[src/rtl/cir_pkg.sv]
package cir_pkg;

  typedef enum logic [1:0] {RD_ARRAY = 2'b00, RD_STATUS = 2'b01, RD_ID = 2'b10} rd_mode_e;

  typedef enum logic [1:0] {OP_PROG = 2'd0, OP_CHIP = 2'd1, OP_SECT = 2'd2} op_kind_e;

  typedef enum logic [3:0] {
    CM_NONE, CM_RESET, CM_ID, CM_PROG, CM_ERSET, CM_STAT, CM_CLR, CM_PRSET,
    CM_CHIP, CM_SECT, CM_SUSP, CM_RES, CM_PROT, CM_UNPROT
  } cmd_e;

  localparam logic [14:0] UNLOCK_A = 15'h5555;
  localparam logic [14:0] UNLOCK_B = 15'h2AAA;
  localparam logic [7:0]  KEY_A    = 8'hAA;
  localparam logic [7:0]  KEY_B    = 8'h55;
  localparam logic [7:0]  MFR_CODE = 8'hC2;

  // Whether a command may take effect in the current write state machine phase.
  function automatic logic cmd_allowed(cmd_e c, logic busy, logic susp, op_kind_e k);
    if (c == CM_NONE) return 1'b0;
    if (susp) return (c == CM_RESET) || (c == CM_STAT) || (c == CM_RES);
    if (busy) return (c == CM_STAT) || ((c == CM_SUSP) && (k == OP_SECT));
    return (c != CM_SUSP) && (c != CM_RES);
  endfunction

  function automatic logic is_setup(cmd_e c);
    return (c == CM_ERSET) || (c == CM_PRSET);
  endfunction

  function automatic logic needs_wp(cmd_e c);
    return (c == CM_PROT) || (c == CM_UNPROT);
  endfunction

  function automatic rd_mode_e mode_after(cmd_e c, rd_mode_e cur);
    case (c)
      CM_RESET: return RD_ARRAY;
      CM_ID:    return RD_ID;
      CM_CLR:   return cur;
      default:  return RD_STATUS;
    endcase
  endfunction

  function automatic logic [7:0] id_value(logic [1:0] off, logic prot, logic [7:0] dev);
    case (off)
      2'd0:    return MFR_CODE;
      2'd1:    return dev;
      2'd2:    return prot ? MFR_CODE : 8'h00;
      default: return 8'h00;
    endcase
  endfunction

endpackage

[src/rtl/cir_seq.sv]
module cir_seq
  import cir_pkg::*;
(
  input  logic        clk,
  input  logic        rst_n,
  input  logic        wr_en,
  input  logic [14:0] addr_lo,
  input  logic [7:0]  data_lo,
  input  logic        cand_ok,
  output cmd_e        cand
);

  typedef enum logic [3:0] {
    SQ_IDLE, SQ_A1, SQ_A2, SQ_E3, SQ_E4, SQ_E5, SQ_P3, SQ_P4, SQ_P5
  } seq_e;

  seq_e st, st_nxt;
  logic at_a, at_b, key_a, key_b;

  assign at_a  = (addr_lo == UNLOCK_A);
  assign at_b  = (addr_lo == UNLOCK_B);
  assign key_a = at_a && (data_lo == KEY_A);
  assign key_b = at_b && (data_lo == KEY_B);

  always_comb begin
    cand   = CM_NONE;
    st_nxt = SQ_IDLE;
    case (st)
      SQ_IDLE: begin
        if (key_a) st_nxt = SQ_A1;
        else if (data_lo == 8'hB0) cand = CM_SUSP;
        else if (data_lo == 8'hD0) cand = CM_RES;
      end
      SQ_A1: if (key_b) st_nxt = SQ_A2;
      SQ_A2: if (at_a) begin
        case (data_lo)
          8'hF0:   cand = CM_RESET;
          8'h90:   cand = CM_ID;
          8'hA0:   cand = CM_PROG;
          8'h80:   cand = CM_ERSET;
          8'h70:   cand = CM_STAT;
          8'h50:   cand = CM_CLR;
          8'h60:   cand = CM_PRSET;
          default: cand = CM_NONE;
        endcase
      end
      SQ_E3: if (key_a) st_nxt = SQ_E4;
      SQ_E4: if (key_b) st_nxt = SQ_E5;
      SQ_E5: begin
        if (at_a && data_lo == 8'h10) cand = CM_CHIP;
        else if (data_lo == 8'h30) cand = CM_SECT;
      end
      SQ_P3: if (key_a) st_nxt = SQ_P4;
      SQ_P4: if (key_b) st_nxt = SQ_P5;
      SQ_P5: begin
        if (data_lo == 8'h20) cand = CM_PROT;
        else if (data_lo == 8'h40) cand = CM_UNPROT;
      end
      default: st_nxt = SQ_IDLE;
    endcase
    if (cand == CM_ERSET && cand_ok) st_nxt = SQ_E3;
    if (cand == CM_PRSET && cand_ok) st_nxt = SQ_P3;
  end

  always_ff @(posedge clk or negedge rst_n) begin
    if (!rst_n) st <= SQ_IDLE;
    else if (wr_en) st <= st_nxt;
  end

endmodule

[src/rtl/cir_gate.sv]
module cir_gate
  import cir_pkg::*;
(
  input  cmd_e     cand,
  input  logic     wsm_busy,
  input  logic     wsm_susp,
  input  logic     wp_n,
  input  op_kind_e op_kind,
  output logic     cand_ok
);

  always_comb begin
    cand_ok = cmd_allowed(cand, wsm_busy, wsm_susp, op_kind);
    if (needs_wp(cand) && !wp_n) cand_ok = 1'b0;
  end

endmodule

[src/rtl/cir_idmux.sv]
module cir_idmux
  import cir_pkg::*;
#(
  parameter int          SECT_W   = 4,
  parameter logic [7:0]  DEV_CODE = 8'hFA,
  localparam int         NSECT    = 1 << SECT_W
) (
  input  logic [1:0]        offset,
  input  logic [SECT_W-1:0] sector,
  input  logic [NSECT-1:0]  sect_prot,
  output logic [7:0]        id_byte
);

  assign id_byte = id_value(offset, sect_prot[sector], DEV_CODE);

endmodule

[src/rtl/flash_cmd_decoder.sv]
module flash_cmd_decoder
  import cir_pkg::*;
#(
  parameter int         ADDR_W   = 20,
  parameter int         DATA_W   = 16,
  parameter int         SECT_W   = 4,
  parameter logic [7:0] DEV_CODE = 8'hFA,
  localparam int        NSECT    = 1 << SECT_W,
  localparam int        SECT_LSB = ADDR_W - SECT_W
) (
  input  logic              clk,
  input  logic              rst_n,
  input  logic              wr_en,
  input  logic [ADDR_W-1:0] wr_addr,
  input  logic [DATA_W-1:0] wr_data,
  input  logic              wsm_busy,
  input  logic              wsm_susp,
  input  logic              wp_n,
  input  logic [ADDR_W-1:0] rd_addr,
  input  logic [NSECT-1:0]  sect_prot,
  output logic [1:0]        rd_sel,
  output logic [7:0]        id_byte,
  output logic              go_prog,
  output logic              go_chip_erase,
  output logic              go_sect_erase,
  output logic              go_suspend,
  output logic              go_resume,
  output logic              go_clr_status,
  output logic              go_protect,
  output logic              go_unprotect,
  output logic [SECT_W-1:0] sect_addr
);

  cmd_e     cand;
  logic     cand_ok;
  logic     fire;
  op_kind_e op_kind;
  rd_mode_e rd_mode;
  logic [7:0] pulse_q;
  logic unused_bits;

  assign unused_bits = ^{wr_data[DATA_W-1:8], wr_addr[SECT_LSB-1:15], rd_addr[SECT_LSB-1:2]};

  cir_seq u_seq (
    .clk(clk), .rst_n(rst_n), .wr_en(wr_en),
    .addr_lo(wr_addr[14:0]), .data_lo(wr_data[7:0]),
    .cand_ok(cand_ok), .cand(cand)
  );

  cir_gate u_gate (
    .cand(cand), .wsm_busy(wsm_busy), .wsm_susp(wsm_susp),
    .wp_n(wp_n), .op_kind(op_kind), .cand_ok(cand_ok)
  );

  cir_idmux #(.SECT_W(SECT_W), .DEV_CODE(DEV_CODE)) u_id (
    .offset(rd_addr[1:0]), .sector(rd_addr[ADDR_W-1:SECT_LSB]),
    .sect_prot(sect_prot), .id_byte(id_byte)
  );

  // A command takes effect: the write completes it and it is allowed now.
  assign fire = wr_en && cand_ok && !is_setup(cand);

  always_ff @(posedge clk or negedge rst_n) begin
    if (!rst_n) begin
      rd_mode   <= RD_ARRAY;
      pulse_q   <= '0;
      sect_addr <= '0;
      op_kind   <= OP_PROG;
    end else begin
      pulse_q <= '0;
      if (fire) begin
        rd_mode <= mode_after(cand, rd_mode);
        case (cand)
          CM_PROG:   begin pulse_q[0] <= 1'b1; op_kind <= OP_PROG; end
          CM_CHIP:   begin pulse_q[1] <= 1'b1; op_kind <= OP_CHIP; end
          CM_SECT:   begin pulse_q[2] <= 1'b1; op_kind <= OP_SECT; end
          CM_SUSP:   pulse_q[3] <= 1'b1;
          CM_RES:    pulse_q[4] <= 1'b1;
          CM_CLR:    pulse_q[5] <= 1'b1;
          CM_PROT:   begin pulse_q[6] <= 1'b1; op_kind <= OP_PROG; end
          CM_UNPROT: begin pulse_q[7] <= 1'b1; op_kind <= OP_PROG; end
          default:   ;
        endcase
        if (cand == CM_SECT || cand == CM_PROT || cand == CM_UNPROT)
          sect_addr <= wr_addr[ADDR_W-1:SECT_LSB];
      end
    end
  end

  assign rd_sel        = rd_mode;
  assign go_prog       = pulse_q[0];
  assign go_chip_erase = pulse_q[1];
  assign go_sect_erase = pulse_q[2];
  assign go_suspend    = pulse_q[3];
  assign go_resume     = pulse_q[4];
  assign go_clr_status = pulse_q[5];
  assign go_protect    = pulse_q[6];
  assign go_unprotect  = pulse_q[7];

endmodule

[config.mk]
export PLATFORM = sky130hd
export DESIGN_NAME = flash_cmd_decoder
export DESIGN_NICKNAME = d
export VERILOG_FILES = /design/src/rtl/cir_pkg.sv /design/src/rtl/cir_seq.sv /design/src/rtl/cir_gate.sv /design/src/rtl/cir_idmux.sv /design/src/rtl/flash_cmd_decoder.sv
export SDC_FILE = /design/constraint.sdc
export NUM_CORES = 1
export LEC_CHECK = 0
export CORE_MARGIN = 5
export CORE_UTILIZATION = 39
export CTS_CLUSTER_SIZE = 8
export DETAILED_ROUTE_END_ITERATION = 8
export PLACE_DENSITY = 0.81
export SYNTH_ARGS = -nofsm -noshare
export SYNTH_HDL_FRONTEND = slang
export SYNTH_HIERARCHICAL = 1
export SYNTH_SLANG_ARGS = --single-unit
[constraint.sdc]
create_clock -name clk -period 4.1 [get_ports clk]
set_clock_uncertainty 0.15 [all_clocks]
set_input_delay 1.23 -clock clk [delete_from_list [all_inputs] [get_ports clk]]
set_output_delay 1.23 -clock clk [all_outputs]
set_load 0.005 [all_outputs]
==> metrics.md <==
| Metric | Value |
|---|---|
| Status | `finished, final reports clean` |
| Number of library cell types mapped by synthesis | `70` |
| Initial drt markers | `88` |
| Pleak | `1.24 nW` |
| # IOs | `100` |
| Fmax | `0.247 GHz` |
| Final worst setup slack | `0.0590 ns` |
| Ys async rst share | `1.00` |
| Critical path class | `in -> reg` |
| Reg clk slew, reported paths | `0.07 ns` |
| First-pass GRT wire length | `9200 µm` |
| Routed length per placed instance | `15.2 µm` |
| Root buf cell | `clkbuf_8` |
| Share of cells above drive strength 1 | `0.320` |
| Final setup fails | `0` |
| Pre-CTS setup slack | `-0.652 ns` |
| CP startpoint | `wr_addr[11]` |
| Critical Path End | `sect_addr[3]` |
| Routed Antenna Nets | `0` |
| Chip height | `77.5 µm` |
| DRC Markers | `0` |
| Reg2reg path depth | `12` |
| Area Overhead vs Synth | `62.6%` |
| Worst Hold Launch | `sect_addr[3]` |
| Worst Setup Start Kind | `input port` |
| Top_reg_cell synth | `dfrtp_1` |
| Number of global-route vias before repair | `2002` |
| Gr usage total | `0.179` |
| Crit-path max cell delay | `0.54 ns` |
| Worst vdd ir | `0.210 mV` |
| Num rows | `24` |
| Final period utilization | `0.986` |
| Routed via count | `1965` |
| Chain of cells forming the critical path | `buf_6 > or4bb_4 > nor4_4 > buf_4 > nand3_2 > a31o_4 > inv_2 > or2b_1 > o22ai_1 > o22a_2 > nand2_4 > nor3_4 > buf_6 > mux2_4` |
| Total die area | `6000 µm²` |
| Worst-Margin Slew | `0.869 ns` |
| Worst R2R End | `sect_addr[3]` |
| Initial antenna violation count | `0` |
| Largest net degree at the start of global routing | `21` |
| Most common cell on crit path | `buf_6` |
| IO buf count | `74` |
| Slowest-stage cell, CP | `or4bb_4` |
| CP arrival | `4.03 ns` |
| CTS tree | `done` |
| RSZ-0062 raised after global routing | `yes` |
| CTS max path bufs | `2` |
| TritonCTS Buffers | `3` |
| Syn Std Cell Area | `1770 µm²` |
| Flops & latches, synth | `20` |
| Synthesized instance count | `193` |
| Avg Cell Area, Syn | `9.19 µm²` |
| Number of inserted diodes | `0` |
| Reg2reg start | `u_seq/st[1]` |
| RD Place Congestion | `0.854` |
| PD cells | `156 nW/µm²` |
| DIE WIDTH | `77.5 µm` |
| DRT Wirelength | `5360 µm` |
| Number of max-cap violations | `0` |
| CP Buf/Inv Count | `4` |
| Min-Delay Path Class | `reg -> reg` |
| Initial Utilization | `0.405` |
| Clock latency on the worst-skew pair | `0.25 ns` |
| Clk sinks | `20` |
| EDFF count, synth | `0` |
| Sequential element share of the synthesized area | `0.282` |
| Critical Path Stages | `14` |
| CP max FO | `5` |
| Vias per inst | `5.58` |
| CP top delay family | `simple AND/OR/NAND/NOR gates` |
| Max-slew headroom | `0.419` |
| Final setup TNS | `0 ns` |
| Synthesis Warnings | `6` |
| Fin. Hold Viols | `0` |
| Final hold slack | `0.367 ns` |
| Final Max Slew Viols | `0` |
| Data required, critical path | `4.09 ns` |
| Htree depth | `1` |
| R2R setup slack | `0.76 ns` |
| Cell Area, Placed | `2770 µm²` |
| Crit. End Element | `flip-flop` |
| Gr ovfl total | `0` |
| Nets@finish | `380` |
| Core area | `4380 µm²` |
| 1st-pass router iterations | `5` |
| Post-detail-place hpwl | `4190 µm` |
| Power after layout | `449 µW` |
| Fin crit period | `4.04 ns` |
| Fin area | `2890 µm²` |
## report_power, final
group	internal (mW)	total (mW)	switching (mW)
Clock	0.0653	0.124	0.0582
Sequential	0.198	0.199	0.00140
Combinational	0.0777	0.126	0.0485
Total	0.341	0.449	0.108
## Yosys cell counts (4+ instances only)
cell type	number	share of area
nor2b_1	5	0.018
nand3b_1	5	0.021
mux2_2	5	0.032
o22ai_1	4	0.014
dfrtp_1	20	0.28
nand3_1	8	0.023
nor2_1	15	0.032
a21oi_1	5	0.014
o21ai_0	4	0.011
and3_1	4	0.014
inv_1	7	0.015
nor4_1	6	0.021
nand4b_1	5	0.025
buf_4	8	0.034
buf_6	4	0.025
nand2_1	11	0.023
## logic make-up after synthesis
family / synth area share
and+or+nand+nor: 0.358
AOI/OAI and AO/OA: 0.173
buffers and inverters: 0.0811
DFF: 0.282
muxes: 0.0889
xor gates and xnor gates: 0.0148
other: 0.00211
## per-layer routing
layer | share of wire | track usage | vias to the layer above
met3 | 0.059 | 0.0336 | 4
met2 | 0.52 | 0.322 | 68
met1 | 0.42 | 0.226 | 940
met4 | 0.0058 | 0.0241 | 0
met5 | 0 | 0 | -
li1 | - | - | 953
## how the worst min path moves through the flow
stage	to	slack, ns	cells after the start
CTS	sect_addr[1]	0.37	1
finish	sect_addr[3]	0.37	1
floorplan	sect_addr[0]	0.36	1
global placement	sect_addr[0]	0.34	1
detailed placement	sect_addr[1]	0.35	1
global route	sect_addr[3]	0.39	1
## metrics by stage
stage	util	cells
2_1_floorplan	-	194
3_3_place_gp	0.632	345
3_5_place_dp	0.632	345
4_1_cts	0.650	351
5_1_grt	0.658	352
6_report	0.658	352
## flip-flops by register name, indices dropped and copies added, names as in the netlist
register	cells
op_kind	2
u_seq/st	4
pulse_q	8
sect_addr	4
rd_sel	2
## cell type report
cell class / instances / area, µm²
Sequential cell: 20 / 500
Timing Repair Buffer: 117 / 1020
Inverter: 8 / 30.0
Clock buffer: 3 / 41.3
Multi-Input combinational cell: 152 / 1230
Tap cell: 52 / 65.1
Fill cell: 340 / 1500
## cell usage in the layout (no fill, tap or decap), types with 5 or more instances in the layout
master	n
dlygate4sd2_1	10
nor2_1	11
nor2b_1	5
inv_1	7
nand2_1	11
clkdlybuf4s50_1	45
mux2_4	5
dlymetal6s2s_1	7
clkbuf_2	8
nand3_1	8
dfrtp_1	20
nand3b_1	5
nor4_1	6
nand4b_1	5
buf_4	41
## repair_timing
action                     in CTS  in global routing
gates resized for setup        45                 34
hold buffers                    0                  0
setup buffers                   3                  1
setup endpoints to repair      19                 16
pin swaps                       9                 16
(Power assumes the default switching activity.)
